<file path="src/rtl/pipe_seq_pkg.sv">
package pipe_seq_pkg;

  typedef enum logic [2:0] {
    CS_IDLE     = 3'b000,
    CS_DET_REQ  = 3'b001,
    CS_DET_WAIT = 3'b010,
    CS_PWR_DLY  = 3'b011,
    CS_PWR_INT  = 3'b100,
    CS_PWR_WAIT = 3'b101
  } cmd_state_e;

  localparam logic [1:0] PD_P0 = 2'b00;
  localparam logic [1:0] PD_P2 = 2'b10;
  localparam logic [2:0] RXST_PRESENT = 3'b011;

endpackage

</file>
<file path="src/rtl/pipe_seq_rst_sync.sv">
module pipe_seq_rst_sync (
  input  logic clk,
  input  logic rst_n_in,
  output logic rst_n_out
);
  logic [1:0] sync_q;

  always_ff @(posedge clk or negedge rst_n_in) begin
    if (!rst_n_in) sync_q <= 2'b00;
    else           sync_q <= {sync_q[0], 1'b1};
  end

  assign rst_n_out = sync_q[1];
endmodule

</file>
<file path="src/rtl/pipe_seq_arb.sv">
module pipe_seq_arb
  import pipe_seq_pkg::*;
(
  input  logic       idle,
  input  logic       req_det,
  input  logic       req_pwr,
  input  logic [1:0] pwr_tgt,
  output logic       go_det,
  output logic       go_pwr,
  output logic       go_p0
);
  // Detection has priority over a power change in the same idle cycle.
  always_comb begin
    go_det = idle & req_det;
    go_pwr = idle & req_pwr & ~req_det;
    go_p0  = go_pwr & (pwr_tgt == PD_P0);
  end
endmodule

</file>
<file path="src/rtl/pipe_seq_timer.sv">
module pipe_seq_timer #(
  parameter int PWR_DLY_CYC = 4,
  parameter int INT_DLY_CYC = 2,
  parameter int TMO_CYC     = 1024,
  parameter int CNT_W       = 11
) (
  input  logic clk,
  input  logic rst_n,
  input  logic restart,
  output logic dly1_end,
  output logic dly2_end,
  output logic tmo_end
);
  localparam logic [CNT_W-1:0] CNT_SAT = {CNT_W{1'b1}};

  logic [CNT_W-1:0] cnt_q, cnt_d;

  always_comb begin
    if (restart)              cnt_d = '0;
    else if (cnt_q == CNT_SAT) cnt_d = cnt_q;
    else                      cnt_d = cnt_q + 1'b1;
  end

  always_ff @(posedge clk or negedge rst_n) begin
    if (!rst_n) cnt_q <= '0;
    else        cnt_q <= cnt_d;
  end

  assign dly1_end = (cnt_q == CNT_W'(PWR_DLY_CYC - 1));
  assign dly2_end = (cnt_q == CNT_W'(INT_DLY_CYC - 1));
  assign tmo_end  = (cnt_q == CNT_W'(TMO_CYC - 1));
endmodule

</file>
<file path="src/rtl/pipe_seq_fsm.sv">
module pipe_seq_fsm
  import pipe_seq_pkg::*;
(
  input  logic       clk,
  input  logic       rst_n,
  input  logic       go_det,
  input  logic       go_pwr,
  input  logic       go_p0,
  input  logic [1:0] pwr_tgt,
  input  logic       phy_status,
  input  logic [2:0] rx_status,
  input  logic       tmo_clr,
  input  logic       dly1_end,
  input  logic       dly2_end,
  input  logic       tmo_end,
  output logic [2:0] state,
  output logic       restart,
  output logic [1:0] powerdown,
  output logic       done,
  output logic       rx_present,
  output logic       timeout
);
  cmd_state_e st_q, st_d;
  logic [1:0] tgt_q;
  logic       in_wait, pd_load, tgt_en, det_fin, tmo_hit;
  logic [1:0] pd_d;

  always_comb begin
    st_d = st_q;
    case (st_q)
      CS_IDLE: begin
        if (go_det)      st_d = CS_DET_REQ;
        else if (go_p0)  st_d = CS_PWR_WAIT;
        else if (go_pwr) st_d = CS_PWR_DLY;
      end
      CS_DET_REQ:  st_d = CS_DET_WAIT;
      CS_DET_WAIT: if (phy_status || tmo_end) st_d = CS_IDLE;
      CS_PWR_DLY:  if (dly1_end) st_d = CS_PWR_INT;
      CS_PWR_INT:  if (dly2_end) st_d = CS_PWR_WAIT;
      CS_PWR_WAIT: if (phy_status || tmo_end) st_d = CS_IDLE;
      default:     st_d = CS_IDLE;
    endcase
  end

  always_comb begin
    in_wait = (st_q == CS_DET_WAIT) || (st_q == CS_PWR_WAIT);
    restart = (st_d != st_q);
    tgt_en  = go_pwr && (st_q == CS_IDLE);
    pd_load = (st_q != CS_PWR_WAIT) && (st_d == CS_PWR_WAIT);
    pd_d    = (st_q == CS_IDLE) ? pwr_tgt : tgt_q;
    det_fin = (st_q == CS_DET_WAIT) && phy_status;
    tmo_hit = in_wait && !phy_status && tmo_end;
  end

  always_ff @(posedge clk or negedge rst_n) begin
    if (!rst_n) begin
      st_q       <= CS_IDLE;
      tgt_q      <= PD_P2;
      powerdown  <= PD_P2;
      done       <= 1'b0;
      rx_present <= 1'b0;
      timeout    <= 1'b0;
    end else begin
      st_q <= st_d;
      done <= in_wait && phy_status;
      if (tgt_en)  tgt_q      <= pwr_tgt;
      if (pd_load) powerdown  <= pd_d;
      if (det_fin) rx_present <= (rx_status == RXST_PRESENT);
      if (tmo_hit)      timeout <= 1'b1;
      else if (tmo_clr) timeout <= 1'b0;
    end
  end

  assign state = st_q;

  // The delay states are left only when the timer signals the end of the window.
  assert_dly_exit_R6: assert property (@(posedge clk) disable iff (!rst_n)
    (st_q == CS_PWR_DLY && !dly1_end) |=> (st_q == CS_PWR_DLY));
  assert_int_exit_R6: assert property (@(posedge clk) disable iff (!rst_n)
    (st_q == CS_PWR_INT && !dly2_end) |=> (st_q == CS_PWR_INT));
  // Arbiter never grants both request kinds at once.
  assert_single_grant_R3: assert property (@(posedge clk) disable iff (!rst_n)
    !(go_det && go_pwr));
endmodule

</file>
<file path="src/rtl/pipe_cmd_seq.sv">
module pipe_cmd_seq
  import pipe_seq_pkg::*;
#(
  parameter int PWR_DLY_CYC = 4,
  parameter int INT_DLY_CYC = 2,
  parameter int TMO_CYC     = 1024
) (
  input  logic       clk,
  input  logic       rst_n,
  input  logic       req_det,
  input  logic       req_pwr,
  input  logic [1:0] pwr_tgt,
  input  logic       phy_status,
  input  logic [2:0] rx_status,
  input  logic       tmo_clr,
  output logic [1:0] powerdown,
  output logic       tx_det_lb,
  output logic       done,
  output logic       rx_present,
  output logic       timeout,
  output logic [2:0] cmd_state
);
  localparam int MAX_A = (PWR_DLY_CYC > INT_DLY_CYC) ? PWR_DLY_CYC : INT_DLY_CYC;
  localparam int MAX_C = (MAX_A > TMO_CYC) ? MAX_A : TMO_CYC;
  localparam int CNT_W = $clog2(MAX_C + 1);

  logic rst_int_n;
  logic go_det, go_pwr, go_p0;
  logic restart, dly1_end, dly2_end, tmo_end;

  pipe_seq_rst_sync u_rst (
    .clk(clk), .rst_n_in(rst_n), .rst_n_out(rst_int_n)
  );

  pipe_seq_arb u_arb (
    .idle(cmd_state == CS_IDLE), .req_det(req_det), .req_pwr(req_pwr),
    .pwr_tgt(pwr_tgt), .go_det(go_det), .go_pwr(go_pwr), .go_p0(go_p0)
  );

  pipe_seq_timer #(
    .PWR_DLY_CYC(PWR_DLY_CYC), .INT_DLY_CYC(INT_DLY_CYC),
    .TMO_CYC(TMO_CYC), .CNT_W(CNT_W)
  ) u_tmr (
    .clk(clk), .rst_n(rst_int_n), .restart(restart),
    .dly1_end(dly1_end), .dly2_end(dly2_end), .tmo_end(tmo_end)
  );

  pipe_seq_fsm u_fsm (
    .clk(clk), .rst_n(rst_int_n), .go_det(go_det), .go_pwr(go_pwr),
    .go_p0(go_p0), .pwr_tgt(pwr_tgt), .phy_status(phy_status),
    .rx_status(rx_status), .tmo_clr(tmo_clr), .dly1_end(dly1_end),
    .dly2_end(dly2_end), .tmo_end(tmo_end), .state(cmd_state),
    .restart(restart), .powerdown(powerdown), .done(done),
    .rx_present(rx_present), .timeout(timeout)
  );

  assign tx_det_lb = (cmd_state == CS_DET_REQ) || (cmd_state == CS_DET_WAIT);

  assert_legal_code_R2: assert property (@(posedge clk) disable iff (!rst_int_n)
    cmd_state inside {CS_IDLE, CS_DET_REQ, CS_DET_WAIT, CS_PWR_DLY, CS_PWR_INT, CS_PWR_WAIT});
  assert_det_step_R4: assert property (@(posedge clk) disable iff (!rst_int_n)
    (cmd_state == CS_DET_REQ) |=> (cmd_state == CS_DET_WAIT));
  assert_pd_change_R6: assert property (@(posedge clk) disable iff (!rst_int_n)
    !$stable(powerdown) |-> (cmd_state == CS_PWR_WAIT && $past(cmd_state) != CS_PWR_WAIT));
  assert_done_cause_R8: assert property (@(posedge clk) disable iff (!rst_int_n)
    done |-> ($past(phy_status) &&
              ($past(cmd_state) == CS_DET_WAIT || $past(cmd_state) == CS_PWR_WAIT) &&
              cmd_state == CS_IDLE));
  assert_tmo_cause_R9: assert property (@(posedge clk) disable iff (!rst_int_n)
    $rose(timeout) |-> (!$past(phy_status) && !done &&
              ($past(cmd_state) == CS_DET_WAIT || $past(cmd_state) == CS_PWR_WAIT)));
  assert_txdet_gate_R10: assert property (@(posedge clk) disable iff (!rst_int_n)
    (cmd_state != CS_DET_REQ && cmd_state != CS_DET_WAIT) |-> !tx_det_lb);
endmodule

</file>
<file path="config.mk">
export PLATFORM = sky130hd
export DESIGN_NAME = pipe_cmd_seq
export DESIGN_NICKNAME = d
export VERILOG_FILES = /design/src/rtl/pipe_seq_pkg.sv /design/src/rtl/pipe_seq_rst_sync.sv /design/src/rtl/pipe_seq_arb.sv /design/src/rtl/pipe_seq_timer.sv /design/src/rtl/pipe_seq_fsm.sv /design/src/rtl/pipe_cmd_seq.sv
export SDC_FILE = /design/constraint.sdc
export NUM_CORES = 1
export LEC_CHECK = 0
export BUFFER_PORTS_ARGS = -buffer_cell sky130_fd_sc_hd__buf_2
export CORE_UTILIZATION = 30
export CTS_CLUSTER_DIAMETER = 50
export DETAILED_ROUTE_END_ITERATION = 7
export PLACE_DENSITY = 0.59
export SLEW_MARGIN = 20
export SYNTH_ARGS = -nofsm -noshare
export SYNTH_HDL_FRONTEND = slang
export SYNTH_SLANG_ARGS = --single-unit
</file>
<file path="constraint.sdc">
create_clock -name clk -period 1.12 [get_ports clk]
set_clock_uncertainty 0.15 [all_clocks]
set_input_delay 0 -clock clk [delete_from_list [all_inputs] [get_ports clk]]
set_output_delay 0 -clock clk [all_outputs]
set_load 0.005 [all_outputs]
</file>
## After elaboration in Yosys (flattened, before gate mapping)

Index checks and enable logic that the tools add are counted.
W data, S select, Z words.

| storage, ports and cells | value |
|---|---|
| bits in registers | 23 |
| input port bits | 11 |
| output and inout bits | 9 |
| logic and storage cells | 54 |

| cells by class | value |
|---|---|
| add/subtract/negate cells | 1 |
| equal/unequal tests | 14 |
| multiplexer cells | 12 |
| bitwise logic cells | 5 |
| reduce and logical (&&, ||, !) cells | 14 |

Operator list:

| kind | number |
|---|---|
| $mux W11 | 2 |
| $mux W3 | 6 |
| $pmux W3 S5 | 1 |
| $add A11 B1 Y11 const B | 1 |
| $eq A11 B1 Y1 const B | 1 |
| $eq A11 B10 Y1 const B | 1 |
| $eq A11 B11 Y1 const B | 1 |
| $eq A11 B2 Y1 const B | 1 |
| $eq A3 B2 Y1 const B | 3 |
| $eq A3 B3 Y1 const B | 3 |
| $logic_and A1 B1 Y1 | 6 |
| $and A1 B1 Y1 | 4 |
| $eq A3 B1 Y1 const B | 1 |
| $logic_not A3 Y1 | 1 |
| $logic_or A1 B1 Y1 | 3 |
| $ne A3 B3 Y1 | 1 |
| $ne A3 B3 Y1 const B | 1 |
| $logic_not A2 Y1 | 1 |
| $mux W1 | 2 |
| $mux W2 | 1 |
| $ne A2 B2 Y1 const B | 1 |
| $reduce_bool A2 Y1 | 1 |
| $reduce_or A2 Y1 | 1 |
| $logic_not A1 Y1 | 1 |
| $not A1 Y1 | 1 |

## Longest topological paths before layout

| logic depth | value |
|---|---|
| depth after elaboration | 9 |
| gate-level depth with buffers | 7 |
| depth with buffers taken out | 6 |

## Hierarchy

A second synthesis with hierarchy kept.

| unflattened totals | value |
|---|---|
| cells, all modules | 137 |
| area, all modules | 1350.0 µm² |

By module, submodules not included:

| module | times used | cells each | area each (µm²) | seq. area each (µm²) |
|---|---|---|---|---|
| pipe_seq_fsm | 1 | 64 | 625.6 | 252.7 |
| pipe_seq_timer | 1 | 63 | 625.6 | 275.3 |
| pipe_seq_rst_sync | 1 | 3 | 53.8 | 50.0 |
| pipe_seq_arb | 1 | 4 | 27.5 | 0.0 |
| pipe_cmd_seq | 1 | 3 | 17.5 | 0.0 |

## Least setup slack after synthesis

Ideal clock, no wire load.

| timing | value |
|---|---|
| kind | flip-flop to flip-flop |
| from | reg u_fsm.st_q[1], in the netlist u_fsm.state[1] |
| to | reg u_tmr.cnt_q[8] |
| setup time | 94 ps |
| arrival | 1732 ps |
| data required time | 876 ps |
| setup slack | -856 ps |
| stages on the path, launching flop included | 8 |
| path buffers | 2 |
| period minus slack after synthesis | 1976 ps |
| cell sequence | dfrtp_1 > buf_6 > or3b_1 > o21ai_1 > o21ai_1 > a311o_1 > buf_6 > nor4b_4 |

| between the ends | value |
|---|---|
| cells in the longest elaborated chain, start to end | 9 |
| elaborated cells between the ends (all ways) | 21 |
| classes of those cells | eq/ne: 7; mux: 8; bitwise: 4; reduce/logical: 2 |

RTL lines:

| what | RTL line | source |
|---|---|---|
| start: declaration | pipe_seq_fsm.sv:23 | `cmd_state_e st_q, st_d;` |
| start signal: assignment | pipe_seq_fsm.sv:64 | `st_q <= st_d;` |
| $logic_not A3 Y1 | pipe_seq_fsm.sv:30, pipe_cmd_seq.sv:36 |  |
| $and A1 B1 Y1 (2 in a row) | pipe_seq_arb.sv:15 | `go_pwr = idle & req_pwr & ~req_det;` |
| $mux W3 or $and A1 B1 Y1 (tied branches) | pipe_seq_fsm.sv:34, pipe_seq_arb.sv:16 |  |
| $mux W3 | pipe_seq_fsm.sv:33 | `else if (go_p0) st_d = CS_PWR_WAIT;` |
| $mux W3 | pipe_seq_fsm.sv:32 | `if (go_det) st_d = CS_DET_REQ;` |
| $pmux W3 S5 | pipe_seq_fsm.sv:30 | `case (st_q)` |
| $ne A3 B3 Y1 (*) | pipe_seq_fsm.sv:47 | `restart = (st_d != st_q);` |
| $ne A2 B2 Y1 (no source line) or $mux W11 (tied branches) | -- |  |
| end signal: assignment | pipe_seq_timer.sv:26 | `else cnt_q <= cnt_d;` |
| end: declaration | pipe_seq_timer.sv:16 | `logic [CNT_W-1:0] cnt_q, cnt_d;` |

Mark *: on every way between the ends. The rest lies on a longest branch, timed or not.
A chain may end at the register's enable or synchronous reset.

## Worst setup path after layout

| timing | value |
|---|---|
| from | reg u_tmr.cnt_q[7] |
| to | reg u_tmr.cnt_q[3] |

| between the ends | value |
|---|---|
| cells in the longest elaborated chain, start to end | 6 |
| elaborated cells between the ends (all ways) | 12 |
| classes of those cells | eq/ne: 6; mux: 5; reduce/logical: 1 |

RTL lines:

| what | RTL line | source |
|---|---|---|
| $eq A11 B10 Y1 | pipe_seq_timer.sv:31 | `assign tmo_end = (cnt_q == CNT_W'(TMO_CYC - 1));` |
| $logic_or A1 B1 Y1 | pipe_seq_fsm.sv:37, pipe_seq_fsm.sv:40 |  |
| $mux W3 | pipe_seq_fsm.sv:37, pipe_seq_fsm.sv:40 |  |
| $pmux W3 S5 | pipe_seq_fsm.sv:30 |  |
| $ne A3 B3 Y1 | pipe_seq_fsm.sv:47 |  |
| $ne A2 B2 Y1 (no source line) or $mux W11 (tied branches) | -- |  |

Several ways; a longest one is shown, not always the timed one.

==> key figures <==
Logic synthesis
  – Synth Area in Compound Gates: 9.63%
  – Synth warn: 0
  – Synth Area in Simple Gates: 32.6%
  – Syn Inst Count: 139
  – Mapped Nets: 152
  – Dominant synthesized flop cell: dfrtp_1
  – Post-Syn Area: 1380 sq um
  – Post-Synth Adder-Cell Area: 1.82%
  – Sequential-to-total area share from yosys stat: 42.0%
  – Synth Area in XOR/XNOR: 2.54%
  – Mux cell area share after synthesis: 7.18%
  – Asr flop ratio synth: 100%
  – Largest family of logic cells by synthesized area: simple AND/OR/NAND/NOR gates
  – Synth Register Bits: 23
  – Post-synthesis area per instance: 9.91 sq um
  – Post-synth EDFFs: 0
  – Distinct cells, synth: 41

Floorplan
  – Core area: 4380 sq um
  – Ports: 20
  – Total die area: 4870 sq um
  – Die W: 69.8 um
  – Initial Util: 31.4%
  – # rows: 24
  – Die Y: 69.8 um

Setup path
  – CP Data Arrival Time: 1.99 ns
  – Reg2reg end: u_tmr.cnt_q[3]
  – Slowest cell on crit path: dfrtp_1
  – WP buf/inv: 1
  – Setup crit end kind: register
  – Delay-heaviest family, CP: simple AND/OR/NAND/NOR gates
  – Worst Path Required: 1.12 ns
  – Cell count along the critical path: 6
  – Worst-path maximum fanout: 6
  – Worst stage delay on the critical path: 0.42 ns
  – Reg2Reg Setup Slack: -0.86 ns
  – CP startpoint kind: register
  – Reg2reg start: u_tmr.cnt_q[7]
  – Top cell by count, worst path: nor4_4
  – Critical setup path kind: reg -> reg
  – CP cell instances: nor4_4 -> nand4_1 -> nor2b_4 -> nor4_4 -> buf_6 -> nor3_2
  – Cells on worst reg2reg path: 6

Placement
  – Placed cell count: 248
  – DP HPWL: 2.47 mm
  – RePlAce Congestion: 0.818
  – I/O Buffers: 19

Run status
  – Status: finished, violations left
  – Failing checks: negative hold slack, negative setup slack

Detailed routing
  – Antenna Violating Nets Remaining: 0
  – 1st-pass router iterations: 4
  – Drt initial violations: 36
  – DRC violations left: 0
  – Wire per inst: 13.9 um
  – Routed vias: 1380
  – WL final: 3.82 mm
  – Via-per-instance ratio: 5.04

Pwr
  – Leakage power: 1.09 nW
  – Net Switching: 1.62 mW
  – Power Density: 1830 nW/um^2
  – Sequential share of power: 27.5%
  – Clock group share of total power: 12.1%
  – Total internal power: 2.67 mW
  – Combinational power share: 60.4%
  – Max IR drop VDD: 1.01 mV
  – Sw Ratio: 37.7%

Timing
  – RSZ-0062 raised after global routing: yes
  – Hold Fails Final Rpt: 1
  – WHS: -0.00240 ns
  – PnR worst setup slack: -0.863 ns
  – Setup violators final: 23
  – Min Tclk post-route: 1.98 ns
  – Final period utilization: 177%
  – Fmax: 504 MHz
  – Final Slew Violations: 0

Clock network
  – Clock Root Buffer: clkbuf_8
  – Clk_lat worst skew: 0.26 ns
  – Clk slew on worst S/H paths: 0.08 ns
  – H-tree levels: 1
  – CTS tree: done
  – Total CTS buffers: 3
  – CTS max path bufs: 2
  – CTS Sinks: 23

Global routing
  – Met2 usage in global routing: 27.0%
  – Met1 Usage GRT: 20.1%
  – Largest net degree at the start of global routing: 22
  – Initial antenna violation count: 0
  – Global-route wire length before repair: 6.26 mm
  – Most Crowded Layer GR: met2
  – Met3 Use GR: 3.34%
  – All-Layer GR Usage: 16.1%
  – Grt ovf: 0
  – Vias in the first global route: 1401

Min path
  – Hold path endpoint: u_fsm.powerdown[0]
  – Min-delay worst type: in -> reg
  – Min-delay src: pwr_tgt[0]
  – Hold path depth: 3

Layout
  – Filler cell count: 363
  – Fin nets: 236
  – Layout overhead on the synthesized area: 70.8%
  – Final std cells w/o fill: 274
  – Share of layout cells above drive strength 1: 57.2%
  – Ant diodes: 0
  – Final Core Density: 53.7%

Run
  – Max Cap Violations: 0
[what timing repair did]
| action | in CTS | in global routing |
|---|---|---|
| setup endpoints to repair | 24 | 24 |
| hold buffers | 8 | 0 |
| hold endpoints to repair | 8 | 0 |
| resized for setup | 49 | 13 |
| pin swaps | 16 | 9 |
| gates cloned | 1 | 0 |
| setup buffers | 8 | 7 |
[tightest hold or removal path: stages]
cell and delay (ns):
buf_2 0.10, mux2_2 0.15, mux2_4 0.14
[sequential cells by signal, summed over array words and instances, names as in the netlist]
signal / flops
u_rst.sync_q: 2
u_fsm.rx_present: 1
u_fsm.timeout: 1
u_fsm.powerdown: 2
u_fsm.state: 3
u_fsm.done: 1
u_fsm.tgt_q: 2
u_tmr.cnt_q: 11
[placed cells by master, fill, tap and decap left out, types with 5 or more instances in the layout]
cell type and count:
buf_4 43, dfrtp_1 19, buf_6 18, buf_2 17, nand2_1 10, nor3_2 9, dlygate4sd3_1 8, nor2_1 7
nand4_1 6, and3_1 6, nor4_4 5, o21ai_2 5, mux2_2 5
[power by group through the flow]
| stage | clock network [mW] | logic [mW] | registers (mW) |
|---|---|---|---|
| floorplan | 0 | 1.08 | 1.20 |
| global placement | 0 | 1.67 | 1.17 |
| detailed placement | 0 | 1.69 | 1.19 |
| CTS | 0.534 | 2.32 | 1.18 |
| global route | 0.571 | 2.77 | 1.21 |
| finish | 0.518 | 2.59 | 1.18 |
[cell families after synthesis]
family                   Yosys count
adder cells (fa/ha/maj)            2
AND/OR/NAND/NOR                   69
buffers and inverters              9
AO/OA/AOI/OAI                     22
multiplexers                       9
flip-flops                        23
other                              1
XOR/XNOR                           4
[cells in the mapped netlist, drive strengths merged (4+ instances only)]
master  count  share of area [%]
dfrtp      21                 38
nor3       11                4.0
o21ai      11                4.0
nand2      10                2.7
nor2        9                2.5
mux2        7                5.7
nand4       7                3.6
and3        6                2.7
nor4        5                5.4
buf         4                2.5
nand3       4                1.5
nand3b      4                2.2
nor4b       4                3.6
[per-stage QoR]
step | total power [mW] | setup slack, ns | setup TNS (ns) | hold WS (ns) | cell area [sq um]
2_1_floorplan | 2.28 | -0.792 | -12.77 | -0.446 | 1420
3_3_place_gp | 2.84 | -0.843 | -14.31 | -0.366 | 1860
3_5_place_dp | 2.88 | -0.901 | -15.26 | -0.364 | 1860
4_1_cts | 4.03 | -0.810 | -14.10 | -0.0161 | 2260
5_1_grt | 4.55 | -0.945 | -16.95 | 0.000712 | 2350
6_report | 4.29 | -0.863 | -15.37 | -0.00240 | 2350
[layer usage]
metal	part of all wire (%)	wire length, um
met1	44	1690
met2	51	1940
met3	3.8	146
met4	1.2	46
met5	0	0
[final cells by class]
| cell class | instances | area [sq um] | area share [%] |
|---|---|---|---|
| clock buffers | 3 | 41.3 | 1.76 |
| repair buffers | 86 | 691 | 29.4 |
| flip-flops and latches | 23 | 581 | 24.7 |
| well taps | 52 | 65.1 | 2.77 |
| inverters | 2 | 7.51 | 0.319 |
| clock inverters | 1 | 5.00 | 0.213 |
| multi-input cells | 107 | 962 | 40.9 |
[how the worst max path moves through the flow]
stage | start | endpoint
floorplan | u_fsm.state[1] | u_tmr.cnt_q[8]
global placement | u_tmr.cnt_q[1] | u_tmr.cnt_q[0]
detailed placement | u_tmr.cnt_q[1] | u_tmr.cnt_q[9]
CTS | u_tmr.cnt_q[4] | u_tmr.cnt_q[1]
global route | u_tmr.cnt_q[6] | u_tmr.cnt_q[1]
finish | u_tmr.cnt_q[7] | u_tmr.cnt_q[3]
No activity file was read; power rests on OpenSTA's default activity.
